$ cat src/rtl/ovf_meta_pkg.sv
package ovf_meta_pkg;

    typedef enum logic [1:0] {
        BLK_INVALID   = 2'd0,
        BLK_SHARED    = 2'd1,
        BLK_OWNED     = 2'd2,
        BLK_EXCLUSIVE = 2'd3
    } blk_state_e;

    typedef enum logic [1:0] {
        ST_IDLE  = 2'd0,
        ST_EVAL  = 2'd1,
        ST_REPLY = 2'd2
    } fsm_e;

    function automatic logic holds_block(input blk_state_e s);
        return (s == BLK_OWNED) || (s == BLK_EXCLUSIVE);
    endfunction

endpackage

$ cat src/rtl/ovf_meta_writer.sv
module ovf_meta_writer #(
    parameter int ID_W = 8
) (
    input  logic                    acc_write,
    input  logic                    acc_from_ovf,
    input  ovf_meta_pkg::blk_state_e bstate,
    input  logic                    st_rd,
    input  logic                    st_wr,
    input  logic [ID_W-1:0]         st_id,
    input  logic                    act,
    input  logic [ID_W-1:0]         act_id,
    input  logic                    is_current,
    output logic                    out_rd,
    output logic                    out_wr,
    output logic [ID_W-1:0]         out_id,
    output logic                    we,
    output logic                    refused
);
    logic want;
    logic owner;

    always_comb begin
        want    = acc_from_ovf && act;
        owner   = ovf_meta_pkg::holds_block(bstate);
        we      = want && owner;
        refused = want && !owner;
        out_rd  = st_rd;
        out_wr  = st_wr;
        out_id  = st_id;
        if (we) begin
            out_id = act_id;
            out_rd = acc_write ? (is_current && st_rd) : 1'b1;
            out_wr = acc_write ? 1'b1 : (is_current && st_wr);
        end
    end
endmodule

$ cat config.mk
export PLATFORM = sky130hd
export DESIGN_NAME = ovf_meta_writer
export DESIGN_NICKNAME = d
export VERILOG_FILES = /design/src/rtl/ovf_meta_pkg.sv /design/src/rtl/ovf_meta_writer.sv
export SDC_FILE = /design/constraint.sdc
export NUM_CORES = 1
export LEC_CHECK = 0
export ABC_AREA = 1
export BUFFER_PORTS_ARGS = -buffer_cell sky130_fd_sc_hd__buf_2
export CAP_MARGIN = 20
export CELL_PAD_IN_SITES_DETAIL_PLACEMENT = 1
export CELL_PAD_IN_SITES_GLOBAL_PLACEMENT = 1
export CORE_AREA = 2 2 41 43
export DETAILED_ROUTE_END_ITERATION = 16
export DIE_AREA = 0 0 43 45
export PLACE_DENSITY = 0.91
export SYNTH_ARGS = -nofsm -noshare
export SYNTH_HDL_FRONTEND = slang
export SYNTH_SLANG_ARGS = --single-unit
$ cat constraint.sdc
create_clock -name vclk -period 0.8
set_input_delay 0.04 -clock vclk [all_inputs]
set_output_delay 0.04 -clock vclk [all_outputs]
set_load 0.05 [all_outputs]
======== Word-level counts from Yosys, hierarchy flattened ========
Index checks and enable logic that the tools add are counted.
storage, ports and cells
  register bits ........................... 0
  output and inout port bits .............. 12
  logic and storage cells ................. 14
cells by class
  equal/unequal tests ..................... 2
  muxes and demuxes ....................... 5
  reduce and logical (&&, ||, !) cells .... 7
operator list
  kind                number
  $mux 8              1
  $logic_and 1x1->1   5
  $eq 2x2->1 const B  2
  $mux 1              4
  $logic_not 1->1     1
  $logic_or 1x1->1    1

======== Logic depth before layout (Yosys ltp) ========
Gate-level depths: netlist of the first run.
  depth after elaboration ................. 4
  depth in mapped cells ................... 5

======== Least setup slack after synthesis of the first run ========
OpenSTA, ideal clock, no wires.
  path type ............................... input port to output port
  from .................................... input port acc_from_ovf
  to ...................................... output port out_id[0]
  arrival time ............................ 0.804 ns
  slack ................................... -0.044 ns
  cell stages on the path ................. 5
  path through ............................ nand2_1 > nor2_2 > buf_6 > nand2_1 > nand2_1
between the ends
  word-level cells in the longest chain between the ends .. 3
RTL lines
  element            line                   source
  from (decl)        ovf_meta_writer.sv:5   input logic acc_from_ovf,
  $logic_and 1x1->1  ovf_meta_writer.sv:23  want = acc_from_ovf && act;
  $logic_and 1x1->1  ovf_meta_writer.sv:25  we = want && owner;
  via we             ovf_meta_writer.sv:16  output logic we,
  $mux 8             ovf_meta_writer.sv:30  if (we) begin
  to (decl)          ovf_meta_writer.sv:15  output logic [ID_W-1:0] out_id,
The timed path passes the listed nets, and every way through them passes these cells.

======== Worst setup path after layout of the first run ========
  from .................................... input port acc_from_ovf
  to ...................................... output port out_id[2]
between the ends
  word-level cells in the longest chain between the ends .. 3
RTL lines
  element            line
  $logic_and 1x1->1  ovf_meta_writer.sv:23
  $logic_and 1x1->1  ovf_meta_writer.sv:25
  $mux 8             ovf_meta_writer.sv:30
No other way between the ends.

==> results, run 1 <==
- Global routing finished with a remaining overflow of 0.
- The die height is 45 um.
- Data arrives at the worst endpoint at 720 ps.
- The average detailed-routed wire length per instance is 10.3 um.
- The tool flagged a number of max-cap violations equal to 0.
- The multi-input logic area is 206 sq um.
- The number of antenna diodes is 0.
- The count of antenna-violating nets left after detailed routing is 0.
- By area the synthesized netlist is led by nand2_1 77%, buf_6 6.6%, nand3_2 5.9%.
- The endpoint required time on the critical path is 760 ps.
- Entering global routing, the biggest net connects 11 pins.
- The final number of max-transition violations is 0.
- In the finished design the tool counted flip-flops and latches totalling 0.
- After floorplanning, the core was sized to cover 1470 sq um.
- The overall die width is 43 um.
- The number of hold violations in the final report is 0.
- The minimum period implied by the final worst setup slack is 762 ps.
- The final critical path takes up 95.3% of the cycle.
- The global placer's final weighted congestion is 0.595.
- The cell area after synthesis is 170 sq um.
- The number of hold buffers added after CTS was 0.
- nand2_1 takes more of the synthesized area than any other cell.
- The warning count from the yosys run is 0.
- Synthesis handed over a netlist of 41 instances.
- Fill cells in the final layout number 201.
- Yosys instantiated no cell more often than nand2_1.
- The count of buffers added on input and output ports is 35.
- The post-synthesis to final-layout area growth is 208%.
- Summing the sequential cell areas from Yosys gives 0% of the chip area.
- After detailed placement, the total cell area comes to 392 sq um.
- At the pin with the least slew margin, the transition time is 252 ps.
- The share of synthesized area in the top cell type comes to 77.2%.
- The ratio of cells with drive above 1 in the final layout is 71.4%.
- The final setup slack of the worst path is 37.9 ps.
- The number of nets in the synthesized netlist is 65.
- The via count of the first global-routing pass came to 377.
- The number of antenna violations at the first check in global routing was 0.
- In this run the core area contains 14 standard-cell rows.
- The first detailed-routing pass took 2 iterations.
- Setup repair after global routing could not meet its margin everywhere.
- Setup violations remaining at the end of the flow were counted as 0.
- Traced cell by cell, the critical path runs through buf_4 > nand2_4 > nor2_4 > buf_6 > nand2_1 > nand2_2 > buf_8.
- The worst min-delay path class is primary input to output pin.
- The vias after detailed routing is 405.
- The mean post-synth cell area is 4.15 sq um.
- Detailed placement finished with a half-perimeter wire length of 794 um.
- The unique cell type count in the Yosys netlist is 7.
- The flow ran to the end, and the final reports show no timing, DRC or antenna violations.
- The worst-case IR drop observed on VDD is 0.000238 V.
- For this block, the routed nets add up to 960 um of wire.
- The launching element type of the critical path is a primary input.
- The worst slew slack as a fraction of its limit is 83.3%.
- The total non-filler cell area in the finished layout is 524 sq um.
- In the final layout, flip-flops and latches occupy 0 sq um.
- In the routed layout, each cell is associated on average with a via count of 4.35.
- The overall fraction of global-route tracks in use is 9.37%.
- In this run the static leakage power is 0.305 nW.
- The upper clock frequency limit is 1310 MHz.
- The slowest stage of the critical path belongs to the cell buf_8.
- The number of clock buffer instances in the layout is 0.
- The total power consumption of the routed design is 0.438 mW.
- The final hold slack is 409 ps.
- The global-route wire length before repair is 1470 um.
- The largest stage delay on the critical path is 140 ps.
- The initial core utilization is 11.6%.
- For this run, design rule violations remaining after detail routing come to 0.
- Before CTS, the worst setup slack after placement is -77.4 ps.
- In this run the worst path has a maximum fanout of 7.
- The count of boundary I/O pins is 36.
- The net count of the finished layout is 103.
- The critical path is of the primary input to output pin type.
- The area of the die is 1940 sq um.
- For this block, the initial DRC count from the detailed router was 1.
- Dividing total power by cell area gives a power density of 836 nW/um^2.
- The worst setup path is captured at an output pin.
worst paths after layout:
path	slack, ps	cells past startpoint	endpoint	start
worst max-delay path	40	7	out_id[2]	acc_from_ovf
worst min-delay path	410	4	out_id[7]	act_id[7]
report_power, final:
| part | switching [mW] | internal, mW |
|---|---|---|
| sequential | 0 | 0 |
| clock | 0 | 0 |
| combinational | 0.260 | 0.178 |
stage by stage:
stage / util, % / setup TNS [ps] / cells
6_report: 35.6 / 0 / 93
3_5_place_dp: 26.6 / -671 / 93
3_3_place_gp: 26.6 / -467 / 93
4_1_cts: 30.1 / -2.09 / 93
2_1_floorplan: - / 0 / 41
5_1_grt: 35.6 / -32.7 / 93
per-layer routing:
metal | GRT usage, % | vias up | wire (um)
met5 | 0 | - | 0
met4 | 0 | 0 | 0
met3 | 0.800 | 0 | 95
met2 | 21.5 | 21 | 580
met1 | 9.40 | 190 | 284
li1 | - | 194 | -
cell type report:
cell class,instances,area share (%)
Inverter,2,1.43
Multi-Input combinational cell,38,39.4
Timing Repair Buffer,37,55.4
Tap cell,16,3.82
kinds of logic after synthesis:
| family | after synthesis | synth area share (%) |
|---|---|---|
| buffers and inverters | 3 | 11.0 |
| and+or+nand+nor | 38 | 89.0 |
cells in the final DEF (no fill, tap or decap):
| master | instances |
|---|---|
| nand2_1 | 20 |
| nor2_4 | 1 |
| nand2_2 | 14 |
| buf_6 | 8 |
| inv_2 | 1 |
| buf_2 | 22 |
| buf_4 | 2 |
| inv_1 | 1 |
| buf_8 | 5 |
| nand3_4 | 1 |
| nor2_1 | 1 |
| nand2_4 | 1 |
timing repair:
item / CTS / global route
buffers inserted: 0 / 0
endpoints found under the setup margin: 10 / 11
gates resized for setup: 17 / 23
pin swaps: 0 / 3
worst max-delay path, delay by kind of cell:
family	cells	cell delay [ps]
buf+inv	3	380
simple gates	4	300
(Power assumes the default switching activity.)
==> run 2, diff against run 1 <==
--- a/config.mk
+++ b/config.mk
@@ -5,15 +5,14 @@
 export SDC_FILE = /design/constraint.sdc
 export NUM_CORES = 1
 export LEC_CHECK = 0
-export ABC_AREA = 1
 export BUFFER_PORTS_ARGS = -buffer_cell sky130_fd_sc_hd__buf_2
 export CAP_MARGIN = 20
 export CELL_PAD_IN_SITES_DETAIL_PLACEMENT = 1
 export CELL_PAD_IN_SITES_GLOBAL_PLACEMENT = 1
-export CORE_AREA = 2 2 41 43
+export CORE_AREA = 2 2 39 41
 export DETAILED_ROUTE_END_ITERATION = 16
-export DIE_AREA = 0 0 43 45
-export PLACE_DENSITY = 0.91
+export DIE_AREA = 0 0 41 43
+export PLACE_DENSITY = 0.86
 export SYNTH_ARGS = -nofsm -noshare
 export SYNTH_HDL_FRONTEND = slang
 export SYNTH_SLANG_ARGS = --single-unit
==> results, run 2 <==
- The final setup violation count came to 2 (was 0).
- The overall die width is 41 um (was 43 um).
- The critical path's most frequent cell is buf_6.
- The highest fanout seen on the critical path is 5 (was 7).
- The post-place setup slack is -134 ps (was -77.4 ps).
- The number of antenna diodes is 0 (unchanged).
- The number of core rows came to 14 (unchanged).
- The number of buffers added for setup after CTS is 0 (unchanged).
- The global placer's final weighted congestion was 0.485 (was 0.595).
- The placeable core region is 1380 sq um (was 1470 sq um).
- The average detailed-routed wire length per instance is 13.2 um (was 10.3 um).
- The final cell count without fillers is 67 (was 93).
- The post-synthesis to final-layout area growth is 227% (was 208%).
- The maximum vdd ir drop was 0.000173 V (was 0.000238 V).
- The via count of the first global-routing pass is 250 (was 377).
- The critical path's top delay family is multiplexers (was buffers and inverters).
- The endpoint required time on the critical path is 760 ps (about the same).
- The sum of overflow across all layers after global routing is 0 (unchanged).
- The endpoint kind of the worst setup timing path is an output pin (unchanged).
- The final reports fail on negative setup slack.
- The total power consumption of the routed design came to 0.397 mW (was 0.438 mW).
- Top cells by area, synth: mux2_2 62%, nand3_4 12%, a22o_1 6.0% (was nand2_1 77%, buf_6 6.6%, nand3_2 5.9%).
- The number of antenna violations at the first check in global routing is 0 (unchanged).
- The gate count of the mapped netlist is 15 (was 41).
- The number of sequential cells in the layout is 0 (unchanged).
- The count of buffering cells on the critical path with inverters included is 2 (was 3).
- The number of clock buffer instances in the layout is 0 (unchanged).
- The reported max-cap violation count came to 0 (unchanged).
- The destination of the worst hold path is refused (was out_id[7]).
- The total iterations of the first detailed-routing run came to 1 (was 2).
- The upper clock frequency limit is 1230 MHz (was 1310 MHz).
- The number of instances on the worst hold path is 3 (was 4).
- The area of all sequential standard cells is 0 sq um (unchanged).
- The DRC marker count from the first detailed-route iteration is 0 (was 1).
- The aggregate routed wire length came to 882 um (was 960 um).
- The worst slew slack as a fraction of its limit came to 83.5% (was 83.3%).
- The sequential area share after synthesis is 0% (unchanged).
- The die height is 43 um (was 45 um).
- The power density normalized to cell area is 836 nW/um^2 (about the same).
- The initial core utilization came to 10.5% (was 11.6%).
- The number of cells in the design after placement came to 66 (was 93).
- The unique cell type count in the Yosys netlist is 8 (was 7).
- Most used cells in the layout excluding fill and tap cells: 23 x buf_2, 9 x buf_6, 6 x mux2_4 (was 22 x buf_2, 20 x nand2_1, 14 x nand2_2).
- The share of the synthesized area in the top cell type is 62.1% (was 77.2%).
- The core utilization of the finished layout is 34.3% (was 35.6%).
- The detailed-route DRC error count was 0 (unchanged).
- The number of hold violations in the final report is 0 (unchanged).
- The fill cell instance count of the final layout was 177 (was 201).
- The count of boundary I/O pins is 36 (unchanged).
- The leakage component of the power was 0.263 nW (was 0.305 nW).
- The ratio of cells with drive above 1 in the final layout was 92.2% (was 71.4%).
- The count of antenna-violating nets left after detailed routing is 0 (unchanged).
- The mean post-synth cell area came to 9.68 sq um (was 4.15 sq um).
- The cell with the biggest individual delay on the critical path is mux2_2 (was buf_8).
- The class of the most critical setup path is primary input to output pin (unchanged).
- The launching element type of the critical path is a primary input (unchanged).
- Setup repair after global routing missed its margin: true (unchanged).
- Outcome: finished with violations (was completed).
- The transition time at the pin with the least slew margin is 249 ps (was 252 ps).
- The area of the die is 1760 sq um (was 1940 sq um).
- The largest stage delay on the critical path is 350 ps (was 140 ps).
- The global-route wire length before repair is 1060 um (was 1470 um).
- The net count of the mapped netlist was 39 (was 65).
- The final setup slack of the worst path is -10.3 ps (was 37.9 ps).
- The count of buffers inserted at the top-level ports is 35 (unchanged).
- Critical path cell sequence: buf_6 > nand3_4 > mux2_2 > buf_6 (was buf_4 > nand2_4 > nor2_4 > buf_6 > nand2_1 > nand2_2 > buf_8).
- The warning count from the yosys run is 0 (unchanged).
- The minimum period implied by the final worst setup slack is 810 ps (was 762 ps).
- The critical path data arrival time is 770 ps (was 720 ps).
- The top cell type by total area after synthesis is mux2_2 (was nand2_1).
- The maximum number of pins on one net before global-route repair is 6 (was 11).
- The final layout net count is 77 (was 103).
- The final number of max-transition violations is 0 (unchanged).
- The cell with the most instances after synthesis is mux2_2 (was nand2_1).
- The detail-routed via count per cell came to 4.12 (was 4.35).
- The overall fraction of global-route tracks in use was 8.29% (was 9.37%).
- The cell area after synthesis was 145 sq um (was 170 sq um).
- The most common library cell in the layout ignoring fill and taps is buf_2 (unchanged).
- The worst hold path startpoint is bstate[1] (was act_id[7]).
- The vias after detailed routing was 276 (was 405).
- The worst min-delay path class is primary input to output pin (unchanged).
- The final cycle utilization of the critical path is 101% (was 95.3%).
[run 2: cell count changes after synthesis]
cell and change:
nor2_2 -1, nand4b_1 +1, nand2_1 -34, o2bb2ai_1 +1, inv_2 -1, nand3_2 -1, buf_6 -1, nand3_4 +1
a22o_1 +1, mux2_2 +8
[run 2: worst max path at each step]
stage                            start        end  slack, ps  depth (start not counted)
after floorplan              bstate[1]     out_wr       -150                          3
after global placement       bstate[1]  out_id[1]       -110                          4
after detailed placement     bstate[1]  out_id[3]       -130                          4
after CTS                          act  out_id[5]         -6                          4
after global routing               act  out_id[4]        -20                          4
final                     acc_from_ovf  out_id[1]        -10                          4
[run 2: logic make-up (layout without fill, tap and decap cells)]
family                 after synthesis  after routing  synth area share [%]
AOI/OAI and AO/OA                    2              2                  12.1
and+or+nand+nor                      4              5                  23.3
muxes                                8              8                  62.1
buffers and inverters                1             36                  2.58
[run 2: metrics by stage]
stage                     setup TNS, ps  hold slack, ps  area, sq um
after floorplan                    -149             243          153
after global placement             -980             419          348
after detailed placement          -1090             424          348
after CTS                         -5.61             423          467
after global routing               -115             433          474
final                             -18.7             413          474
[run 2: layout make-up]
cell class | instances | area (sq um) | area share [%]
inverters | 1 | 3.75 | 0.792
multi-input cells | 15 | 189 | 39.8
well taps | 16 | 20.0 | 4.22
repair buffers | 35 | 262 | 55.1
[run 2: report_power, final]
group	leakage (nW)	internal, mW	switching [mW]
sequential	0	0	0
clock	0	0	0
combinational	0.263	0.174	0.222
[run 2: per-layer routing]
layer / GRT usage [%] / part of all wire (%) / wire length, um
met5: 0 / 0 / 0
met4: 0 / 0 / 0
met3: 0.524 / 10 / 91
met2: 17.8 / 55 / 484
met1: 7.91 / 35 / 306
[run 2: timing repair]
item | 4_1_cts | 5_1_grt
hold endpoints to repair | 0 | 0
resized for setup | 32 | 2
pin swaps | 1 | 1
endpoints found under the setup margin | 9 | 9
hold buffers | 0 | 0
cloned | 1 | 0
[run 2: worst min-delay path: cells and delay by family]
kind	cells	cell delay, ps
simple gates	1	40
buf+inv	2	290
